==> src/rtl/ecs_pkg.sv <==
package ecs_pkg;
  localparam int unsigned PAY_W_DEF   = 24;
  localparam int unsigned OVH_W       = 4;
  localparam int unsigned LFSR_W_DEF  = 15;
  localparam int unsigned TAP_HI_DEF  = 14;
  localparam int unsigned TAP_LO_DEF  = 13;
  localparam int unsigned STRIDE_DEF  = 7;
  localparam logic [LFSR_W_DEF-1:0] SEED_DEF = 15'h2A5B;
endpackage

==> src/rtl/ecs_lock_ctrl.sv <==
module ecs_lock_ctrl (
  input  logic clk_i,
  input  logic rst_ni,
  input  logic pwdn_ni,
  input  logic lock_i,
  output logic locked_o
);
  logic lock_d_q, locked_q;
  logic lock_rise;

  assign lock_rise = lock_i & ~lock_d_q;

  always_ff @(posedge clk_i or negedge rst_ni) begin
    if (!rst_ni) begin
      lock_d_q <= 1'b0;
      locked_q <= 1'b0;
    end else begin
      lock_d_q <= lock_i;
      if (!pwdn_ni || !lock_i) locked_q <= 1'b0;
      else if (lock_rise)      locked_q <= 1'b1;
    end
  end

  assign locked_o = locked_q;


  pwdn_unlock_chk: assert property (@(posedge clk_i) disable iff (!rst_ni)
    !pwdn_ni |=> !locked_q);


  lock_needs_edge_chk: assert property (@(posedge clk_i) disable iff (!rst_ni)
    (!locked_q && !(lock_i && !lock_d_q)) |=> !locked_q);
endmodule

==> src/rtl/ecs_encoder.sv <==
module ecs_encoder #(
  parameter int unsigned PAY_W  = 24,
  parameter int unsigned LFSR_W = 15,
  parameter int unsigned TAP_HI = 14,
  parameter int unsigned TAP_LO = 13,
  parameter int unsigned STRIDE = 7,
  parameter logic [LFSR_W-1:0] SEED = 15'h2A5B,
  localparam int unsigned FRAME_W = PAY_W + 4,
  localparam int unsigned RD_W = $clog2(PAY_W) + 2
) (
  input  logic               clk_i,
  input  logic               rst_ni,
  input  logic               run_i,
  input  logic               load_i,
  input  logic [PAY_W-1:0]   payload_i,
  output logic [FRAME_W-1:0] frame_o
);
  logic [PAY_W-1:0]  perm, keys, scr, word;
  logic [LFSR_W-1:0] lfsr_q, lfsr_n;
  logic signed [RD_W-1:0] rd_q;
  logic [RD_W-1:0]   rd_n;
  logic              inv;

  // fixed bit permutation (randomize stage)
  for (genvar gi = 0; gi < PAY_W; gi++) begin : g_perm
    assign perm[gi] = payload_i[(gi*STRIDE) % PAY_W];
  end

  // keystream: one LFSR step per payload bit
  always_comb begin
    logic [LFSR_W-1:0] s;
    logic fb;
    s = lfsr_q;
    keys = '0;
    for (int i = 0; i < int'(PAY_W); i++) begin
      fb = s[TAP_HI] ^ s[TAP_LO];
      keys[i] = fb;
      s = {s[LFSR_W-2:0], fb};
    end
    lfsr_n = s;
  end

  assign scr = perm ^ keys;

  always_comb begin
    int d, r;
    d = 2 * $countones(scr) - int'(PAY_W);
    r = int'(rd_q);
    inv = ((r > 0) && (d > 0)) || ((r < 0) && (d < 0));
    rd_n = RD_W'(inv ? r - d : r + d);
  end

  assign word    = inv ? ~scr : scr;
  assign frame_o = {1'b0, 1'b0, inv, word, 1'b1};

  always_ff @(posedge clk_i or negedge rst_ni) begin
    if (!rst_ni) begin
      lfsr_q <= SEED;
      rd_q   <= '0;
    end else if (!run_i) begin
      lfsr_q <= SEED;
      rd_q   <= '0;
    end else if (load_i) begin
      lfsr_q <= lfsr_n;
      rd_q   <= rd_n;
    end
  end


  rd_bound_chk: assert property (@(posedge clk_i) disable iff (!rst_ni)
    (int'(rd_q) <= int'(PAY_W)) && (int'(rd_q) >= -int'(PAY_W)));


  lfsr_nonzero_chk: assert property (@(posedge clk_i) disable iff (!rst_ni)
    lfsr_q != '0);


  seed_on_idle_chk: assert property (@(posedge clk_i) disable iff (!rst_ni)
    !run_i |=> (lfsr_q == SEED) && (rd_q == 0));
endmodule

==> src/rtl/ecs_shifter.sv <==
module ecs_shifter #(
  parameter int unsigned FRAME_W = 28,
  localparam int unsigned CNT_W = $clog2(FRAME_W),
  localparam logic [CNT_W-1:0] LAST = CNT_W'(FRAME_W - 1)
) (
  input  logic               clk_i,
  input  logic               rst_ni,
  input  logic               run_i,
  input  logic [FRAME_W-1:0] frame_i,
  output logic               load_o,
  output logic               active_o,
  output logic [CNT_W-1:0]   phase_o,
  output logic               ser_o,
  output logic               prev_o
);
  logic [CNT_W-1:0]   cnt_q;
  logic [FRAME_W-1:0] sh_q;
  logic               active_q, prev_q;

  assign load_o = run_i && (cnt_q == LAST);

  always_ff @(posedge clk_i or negedge rst_ni) begin
    if (!rst_ni) begin
      cnt_q    <= LAST;
      sh_q     <= '0;
      active_q <= 1'b0;
      prev_q   <= 1'b0;
    end else begin
      prev_q <= sh_q[0];
      if (!run_i) begin
        cnt_q    <= LAST;
        sh_q     <= '0;
        active_q <= 1'b0;
      end else if (load_o) begin
        cnt_q    <= '0;
        sh_q     <= frame_i;
        active_q <= 1'b1;
      end else begin
        cnt_q <= cnt_q + 1'b1;
        sh_q  <= sh_q >> 1;
      end
    end
  end

  assign active_o = active_q;
  assign phase_o  = cnt_q;
  assign ser_o    = sh_q[0];
  assign prev_o   = prev_q;


  phase_range_chk: assert property (@(posedge clk_i) disable iff (!rst_ni)
    cnt_q <= LAST);


  wrap_chk: assert property (@(posedge clk_i) disable iff (!rst_ni)
    (run_i && cnt_q == LAST) |=> (cnt_q == '0) || !$past(run_i));
endmodule

==> src/rtl/emb_clk_serializer.sv <==
module emb_clk_serializer
  import ecs_pkg::*;
#(
  parameter int unsigned PAY_W  = PAY_W_DEF,
  parameter int unsigned LFSR_W = LFSR_W_DEF,
  parameter int unsigned TAP_HI = TAP_HI_DEF,
  parameter int unsigned TAP_LO = TAP_LO_DEF,
  parameter int unsigned STRIDE = STRIDE_DEF,
  parameter logic [LFSR_W-1:0] SEED = SEED_DEF,
  localparam int unsigned FRAME_W = PAY_W + OVH_W,
  localparam int unsigned CNT_W = $clog2(FRAME_W)
) (
  input  logic             clk_i,
  input  logic             rst_ni,
  input  logic             pwdn_ni,
  input  logic             den_i,
  input  logic             lock_i,
  input  logic [PAY_W-1:0] payload_i,
  output logic             ser_o,
  output logic             oe_o,
  output logic             emph_o
);
  logic               locked, load, active, prev;
  logic [FRAME_W-1:0] frame;
  logic [CNT_W-1:0]   phase;

  ecs_lock_ctrl i_lock (
    .clk_i, .rst_ni, .pwdn_ni, .lock_i,
    .locked_o (locked)
  );

  ecs_encoder #(
    .PAY_W(PAY_W), .LFSR_W(LFSR_W), .TAP_HI(TAP_HI), .TAP_LO(TAP_LO),
    .STRIDE(STRIDE), .SEED(SEED)
  ) i_enc (
    .clk_i, .rst_ni,
    .run_i     (locked),
    .load_i    (load),
    .payload_i (payload_i),
    .frame_o   (frame)
  );

  ecs_shifter #(.FRAME_W(FRAME_W)) i_shift (
    .clk_i, .rst_ni,
    .run_i    (locked),
    .frame_i  (frame),
    .load_o   (load),
    .active_o (active),
    .phase_o  (phase),
    .ser_o    (ser_o),
    .prev_o   (prev)
  );

  assign oe_o   = active & den_i & pwdn_ni & lock_i;
  assign emph_o = oe_o & (ser_o ^ prev);


  start_bit_chk: assert property (@(posedge clk_i) disable iff (!rst_ni)
    (active && phase == '0) |-> ser_o);


  stop_bit_chk: assert property (@(posedge clk_i) disable iff (!rst_ni)
    (active && phase == CNT_W'(FRAME_W - 1)) |-> !ser_o);


  oe_locked_chk: assert property (@(posedge clk_i) disable iff (!rst_ni)
    oe_o |-> locked);


  emph_repeat_chk: assert property (@(posedge clk_i) disable iff (!rst_ni)
    (ser_o == $past(ser_o)) |-> !emph_o);
endmodule

==> config.mk <==
export PLATFORM = sky130hd
export DESIGN_NAME = emb_clk_serializer
export DESIGN_NICKNAME = d
export VERILOG_FILES = /design/src/rtl/ecs_pkg.sv /design/src/rtl/ecs_lock_ctrl.sv /design/src/rtl/ecs_encoder.sv /design/src/rtl/ecs_shifter.sv /design/src/rtl/emb_clk_serializer.sv
export SDC_FILE = /design/constraint.sdc
export NUM_CORES = 1
export LEC_CHECK = 0
export ABC_CLOCK_PERIOD_IN_PS = 9090
export BUFFER_PORTS_ARGS = -buffer_cell sky130_fd_sc_hd__buf_2
export CAP_MARGIN = 25
export CORE_MARGIN = 2
export CORE_UTILIZATION = 55
export DETAILED_ROUTE_END_ITERATION = 8
export GPL_TIMING_DRIVEN = 0
export PLACE_DENSITY = 0.78
export SLEW_MARGIN = 20
export SYNTH_ARGS = -nofsm -noshare
export SYNTH_HDL_FRONTEND = slang
export SYNTH_HIERARCHICAL = 1
export SYNTH_SLANG_ARGS = --single-unit
==> constraint.sdc <==
create_clock -name clk_i -period 9.09 [get_ports clk_i]
set_input_delay 0 -clock clk_i [delete_from_list [all_inputs] [get_ports clk_i]]
set_output_delay 0 -clock clk_i [all_outputs]
set_load 0.02 [all_outputs]
## Word-level counts from Yosys, hierarchy flattened

Cells that the tools add are included.

- Word-level logic and storage cells: 96
- Output and inout port bits: 3
- Register bits after elaboration: 59
- Input bits: 29

- Reductions and logical operators: 8
- Equal/unequal tests: 2
- Bitwise logic cells: 33
- $lt $le $gt $ge: 4
- Multiplexer cells: 14
- $add $sub $neg: 27

Operator list:

| kind | number |
|---|---|
| adder 31 bit | 11 |
| 2-to-1 mux 27 bit | 2 |
| greater-than comparator 32 x 1 -> 1 bit, second input constant | 1 |
| less-than comparator 32 x 1 -> 1 bit, second input constant | 1 |
| subtractor 32 x 6 -> 32 bit, second input constant | 1 |
| 2-to-1 mux 15 bit | 2 |
| XOR 1 bit | 25 |
| adder 1 x 1 -> 2 bit | 12 |
| 2-to-1 mux 24 bit | 1 |
| inverter 24 bit | 1 |
| XOR 24 bit | 1 |
| 2-to-1 mux 7 bit | 3 |
| 2-to-1 mux 5 bit | 2 |
| adder 7 bit | 1 |
| greater-than comparator 7 x 1 -> 1 bit, second input constant | 1 |
| less-than comparator 7 x 1 -> 1 bit, second input constant | 1 |
| subtractor 7 bit | 1 |
| adder 5 x 1 -> 5 bit, second input constant | 1 |
| bitwise AND 1 bit | 5 |
| == test 5 bit, second input constant | 1 |
| 2-to-1 mux 1 bit | 4 |
| logical AND 1 bit | 3 |
| zero test 1 bit | 2 |
| logical OR 1 bit | 2 |
| other kinds (3) | 3 |

## Longest topological paths before layout

- Depth after elaboration: 15
- Depth in mapped cells: 33

## By module

The synthesis kept the hierarchy.

Modules (own cells, without submodules):

| module | instances | area an instance (µm²) | cells each | sequential area each (µm²) |
|---|---|---|---|---|
| ecs_encoder | 1 | 2576.2 | 274 | 535.5 |
| ecs_shifter | 1 | 1417.6 | 148 | 880.8 |
| ecs_lock_ctrl | 1 | 66.3 | 5 | 50.0 |
| emb_clk_serializer | 1 | 26.3 | 3 | 0.0 |

## Least setup slack after synthesis

No wires, ideal clock.

- Kind: reg2reg
- Start point: register i_enc.lfsr_q[11]
- End point: register i_enc.rd_q[6]
- Setup slack: 1.720 ns
- Data required time: 9.011 ns
- Cell stages (with the launch flop): 32
- Path buffers: 2
- Arrival time: 7.291 ns
- Cells stage by stage: dfstp_2 > clkbuf_1 > xnor2_1 > xnor2_1 > fa_1 > fa_1 > fa_1 > fa_1 > inv_1 > fa_1 > inv_1 > ha_1 > fa_1 > xnor2_1 > inv_1 > ha_1 > inv_1 > ha_1 > nand3_1 > inv_1 > nand3_1 > a21oi_2 > buf_6 > o31ai_1 > xor2_1 > ha_1 > o21ai_0 > a21oi_1 > o21a_1 > or3b_2 > mux2i_1 > mux2i_1

- Longest elaborated chain between the ends: 14
- Elaborated cells on any way between the ends: 26
- Classes of those cells: add/sub: 12; order compare: 2; mux: 3; bitwise: 6; reduce/logical: 3

Ends and longest elaborated chain:

| item | RTL line | source |
|---|---|---|
| from (decl) | ecs_encoder.sv:19 | `logic [LFSR_W-1:0] lfsr_q, lfsr_n;` |
| from (signal assigned) | ecs_encoder.sv:64 | `lfsr_q <= lfsr_n;` |
| XOR 1 bit | ecs_encoder.sv:36 | `fb = s[TAP_HI] ^ s[TAP_LO];` |
| XOR 24 bit * | ecs_encoder.sv:43 | `assign scr = perm ^ keys;` |
| adder 1 x 1 -> 2 bit (not written as such) / XOR 24 bit (equally long branches) | ecs_encoder.sv:47, ecs_encoder.sv:43 |  |
| adder 31 bit (not written as such) / adder 1 x 1 -> 2 bit (equally long branches) | ecs_encoder.sv:47 | `d = 2 * $countones(scr) - int'(PAY_W);` |
| adder 31 bit (not written as such) (2 in series) | ecs_encoder.sv:47 |  |
| adder 31 bit (not written as such) * | ecs_encoder.sv:47 |  |
| subtractor 32 x 6 -> 32 bit * | ecs_encoder.sv:47 |  |
| greater-than comparator 32 x 1 -> 1 bit / less-than comparator 32 x 1 -> 1 bit (equally long branches) | ecs_encoder.sv:49 | `inv = ((r > 0) && (d > 0)) \|\| ((r < 0) && (d < 0));` |
| logical AND 1 bit | ecs_encoder.sv:49 |  |
| logical OR 1 bit | ecs_encoder.sv:49 |  |
| 2-to-1 mux 7 bit * | ecs_encoder.sv:50 | `rd_n = RD_W'(inv ? r - d : r + d);` |
| 2-to-1 mux 7 bit * | ecs_encoder.sv:63 | `end else if (load_i) begin` |
| 2-to-1 mux 7 bit * | ecs_encoder.sv:60 | `end else if (!run_i) begin` |
| to (signal assigned) | ecs_encoder.sv:65 | `rd_q <= rd_n;` |
| to (decl) | ecs_encoder.sv:20 | `logic signed [RD_W-1:0] rd_q;` |

Every way passes the cells marked *; elsewhere a longest branch is shown, timed or not. The select of a mux whose other input is x is not followed.
A chain may end at the register's enable or synchronous reset.

## Worst setup path in the final report

- Start point: register i_enc.lfsr_q[6]
- End point: register i_enc.rd_q[6]

Same word-level chain as after synthesis.

==> impl_results.md <==
* Outcome: complete, no violations
* Hold depth at 5
* Cell Area, Synth at between 4000 and 5000 sq um
* Port Buf Inserts at 31
* R2r startpoint: i_enc/lfsr_q[6]$_DFFE_PN1N_
* Clk_lat worst skew at 0.35 ns
* CTS Sinks at 58
* Worst hold margin at 0.127 ns
* Die Width at 90.2 microns
* Post-Synth Simple-Gate Area at 13.6%
* DP Cell Count at 561
* R2R cell count at 33
* Hold Vio Cnt, Final at 0
* H-tree levels at 3
* Clock root buffer: clkbuf_8
* Filler cells at between 600 and 700
* Initial DRC count at between 100 and 150
* Post-synthesis adder-cell area fraction at between 10% and 20%
* Vias per cell at 5.25
* Final worst setup slack at 0.858 ns
* Postcts setup bufs at 0
* Worst Path Max Fanout at 10
* Total GRT Usage at 24.0%
* Row Count at 31
* Setup violators final at 0
* Post-synthesis mux area share at 3.18%
* Synth Area in XOR/XNOR at 17.6%
* Layout cells sized above 1 at 16.0%
* CP bufs+invs at 9
* Largest family of logic cells by synthesized area: XOR/XNOR gates
* DR vias at 3045
* Max Cap Viol at 0
* Routed WL per cell at 15.5 microns
* Syn_area_per_cell at ~9.5 sq um
* GPL Wtd Cong at between 0.9 and 1
* Top cell by count, worst path: inv_1
* Placeable Area at roughly 7200 sq um
* CTS buffer count at 9
* Initial Utilization at ~57%
* Final wirelength at 8.99 mm
* Pin count of the biggest net entering global routing at 59
* DR pass1 iterations at 5
* CP Class: reg2reg
* Nets at 538
* Hold WC Path Type: in2reg
* Slew margin rel. at 50.8%
* Worst-Margin Slew at 0.738 ns
* Number of synthesized flops with an enable pin at 0
* Total negative slack at 0 ns
* Non-Filler Instances at 580
* Slew Limit Fails at 0
* Final ANT Viol Nets at 0
* Req. time, crit path at 9.36 ns
* Fin crit period at 8.23 ns
* Synthesis-stage register bit count at 58
* Hold Crit Endpoint: i_shift/sh_q[4]$_DFF_PN0_
* Global-route wire length before repair at 15.2 mm
* Worst Setup Start Kind: flip-flop
* Mapped Cells at 430
* CP endpoint kind: flip-flop
* CTS tree: built
* Fraction of registers with async set/reset at 100%
* Yosys warns at 6
* Worst R2R End: i_enc/rd_q[6]$_DFFE_PN0N_
* Vias in the first global route at around 3.1k
* Clk_skew at 0.0126 ns
* Critical Path AT at 8.50 ns
* Max clock buf depth at 2
* Diode count at 0
* Die Area at 8140 sq um
* Critical path's slowest cell: fa_1
* Initial antenna violation count at 0
* Register area share after synthesis at 35.9%
* Hold_sp: payload_i[21]
* Final period util at 90.6%
* Synth cell types at 40
* Synth Area in Compound Gates at 9.03%
* RSZ-0062 raised after global routing: no
* Fmax at 0.121 GHz
* CP delay by family, top: adder cells
* Io pins at 32
* Post-detail-place hpwl at 6.71 mm
* Prevailing post-synth register cell: dfrtp_1
* Dpl ws at 0.901 ns
* Die height at 90.2 microns
* R2R setup slack at 0.86 ns
* DRC violations left at 0
* Area growth syn-to-layout at 13.8%
* Clock slew at reported path FFs at 0.08 ns
* Grt total ovfl at 0
* Crit-path max cell delay at 0.55 ns
-- kinds of logic (layout without fill, tap and decap cells) --
kind of cell / Yosys count / count (layout)
AO/OA/AOI/OAI: 60 / 60
other: 2 / 3
adder cells (fa/ha/maj): 33 / 33
flip-flops: 58 / 58
multiplexers: 13 / 13
AND/OR/NAND/NOR: 123 / 123
buffers and inverters: 59 / 109
XOR/XNOR: 82 / 82
-- state kept, by name, summed over array words and instances (netlist names) --
name and cells:
i_shift/sh_q 28, i_enc/rd_q 6, i_shift/phase_o 5, i_lock/lock_d_q 1
i_shift/active_o 1, i_shift/prev_o 1, i_lock/locked_o 1, i_enc/lfsr_q 15
-- routing by layer --
layer / track usage (%) / routed length, microns / up-vias / part of all wire (%)
met2: 39.0 / 4460 / 89 / 50
met4: 8.08 / 142 / 0 / 1.6
met1: 31.4 / 3900 / 1478 / 43
met5: 0 / 0 / - / 0
li1: - / - / 1464 / -
met3: 6.04 / 480 / 14 / 5.3
-- worst max-delay path by stage --
stage,slack (ns),cells after the start,start,end
final,0.86,33,i_enc/lfsr_q[6]$_DFFE_PN1N_,i_enc/rd_q[6]$_DFFE_PN0N_
after global routing,0.37,30,i_enc/lfsr_q[13]$_DFFE_PN1N_,i_enc/rd_q[6]$_DFFE_PN0N_
after CTS,0.86,30,i_enc/lfsr_q[13]$_DFFE_PN1N_,i_enc/rd_q[6]$_DFFE_PN0N_
after detailed placement,0.90,30,i_enc/lfsr_q[13]$_DFFE_PN1N_,i_enc/rd_q[6]$_DFFE_PN0N_
after global placement,1.21,33,i_enc/lfsr_q[6]$_DFFE_PN1N_,i_enc/rd_q[6]$_DFFE_PN0N_
after floorplan,1.72,31,i_enc/lfsr_q[11]$_DFFE_PN1N_,i_enc/rd_q[6]$_DFFE_PN0N_
-- cells in the final DEF (no fill, tap or decap), drive strengths merged, types with 2 or more instances in the layout --
cell and count:
dfstp 12, nor4b 2, clkinv 3, clkbuf 25, inv 31, o21a 2, nand2 85, xnor2 61
o211a 7, a21oi 35, conb 3, nand3 5, dfrtp 46, nand2b 4, nor2 7, dlygate4sd3 3
mux2i 13, nor3 4, bufinv 3, a21o 4, buf 44, and2 2, o21ai 8, xor2 21
nor2b 5, fa 18, ha 15
-- cell usage after synthesis, types with 7 or more instances --
cell type / n / area share (%)
xnor2_1: 61 / 13
inv_1: 30 / 2.8
o21ai_0: 8 / 0.98
xor2_1: 21 / 4.5
dfrtp_1: 46 / 28
o211a_1: 7 / 1.7
mux2i_1: 13 / 3.2
nand2_1: 85 / 7.8
a21oi_1: 33 / 4.0
dfstp_2: 12 / 7.7
fa_1: 18 / 8.8
ha_1: 15 / 4.6
clkbuf_1: 16 / 1.5
nor2_1: 7 / 0.64
-- through the flow --
stage,utilization (%),area [sq um]
after floorplan,-,4090
after global placement,60.6,4370
after detailed placement,60.6,4370
after CTS,64.5,4650
after global routing,64.5,4650
final,64.5,4650
-- repair_timing --
action,4_1_cts,5_1_grt
resized for setup,0,0
hold endpoints to repair,48,0
hold buffers,3,0
-- worst register-to-register path: cells and delay by family, from the launching register on --
family | cells | cell delay, ns
XOR/XNOR | 4 | 0.96
AO/OA/AOI/OAI | 5 | 0.66
adder cells (fa/ha/maj) | 10 | 4.04
flip-flops | 1 | 0.52
AND/OR/NAND/NOR | 3 | 0.64
buffers and inverters | 9 | 0.97
multiplexers | 2 | 0.38
-- area by class of cell --
cell class | instances | area [sq um] | share of cell area (%)
Buffer | 29 | 178 | 3.82
Sequential cell | 58 | 1470 | 31.5
Tap cell | 99 | 124 | 2.66
Multi-Input combinational cell | 314 | 2330 | 50.2
Clock inverter | 7 | 125 | 2.69
Timing Repair Buffer | 34 | 188 | 4.04
Clock buffer | 9 | 124 | 2.66
Inverter | 30 | 113 | 2.42
Power is left out: the tool's default activity adds up to more than one toggle a clock period on the data nets, which glitch-free logic cannot reach.
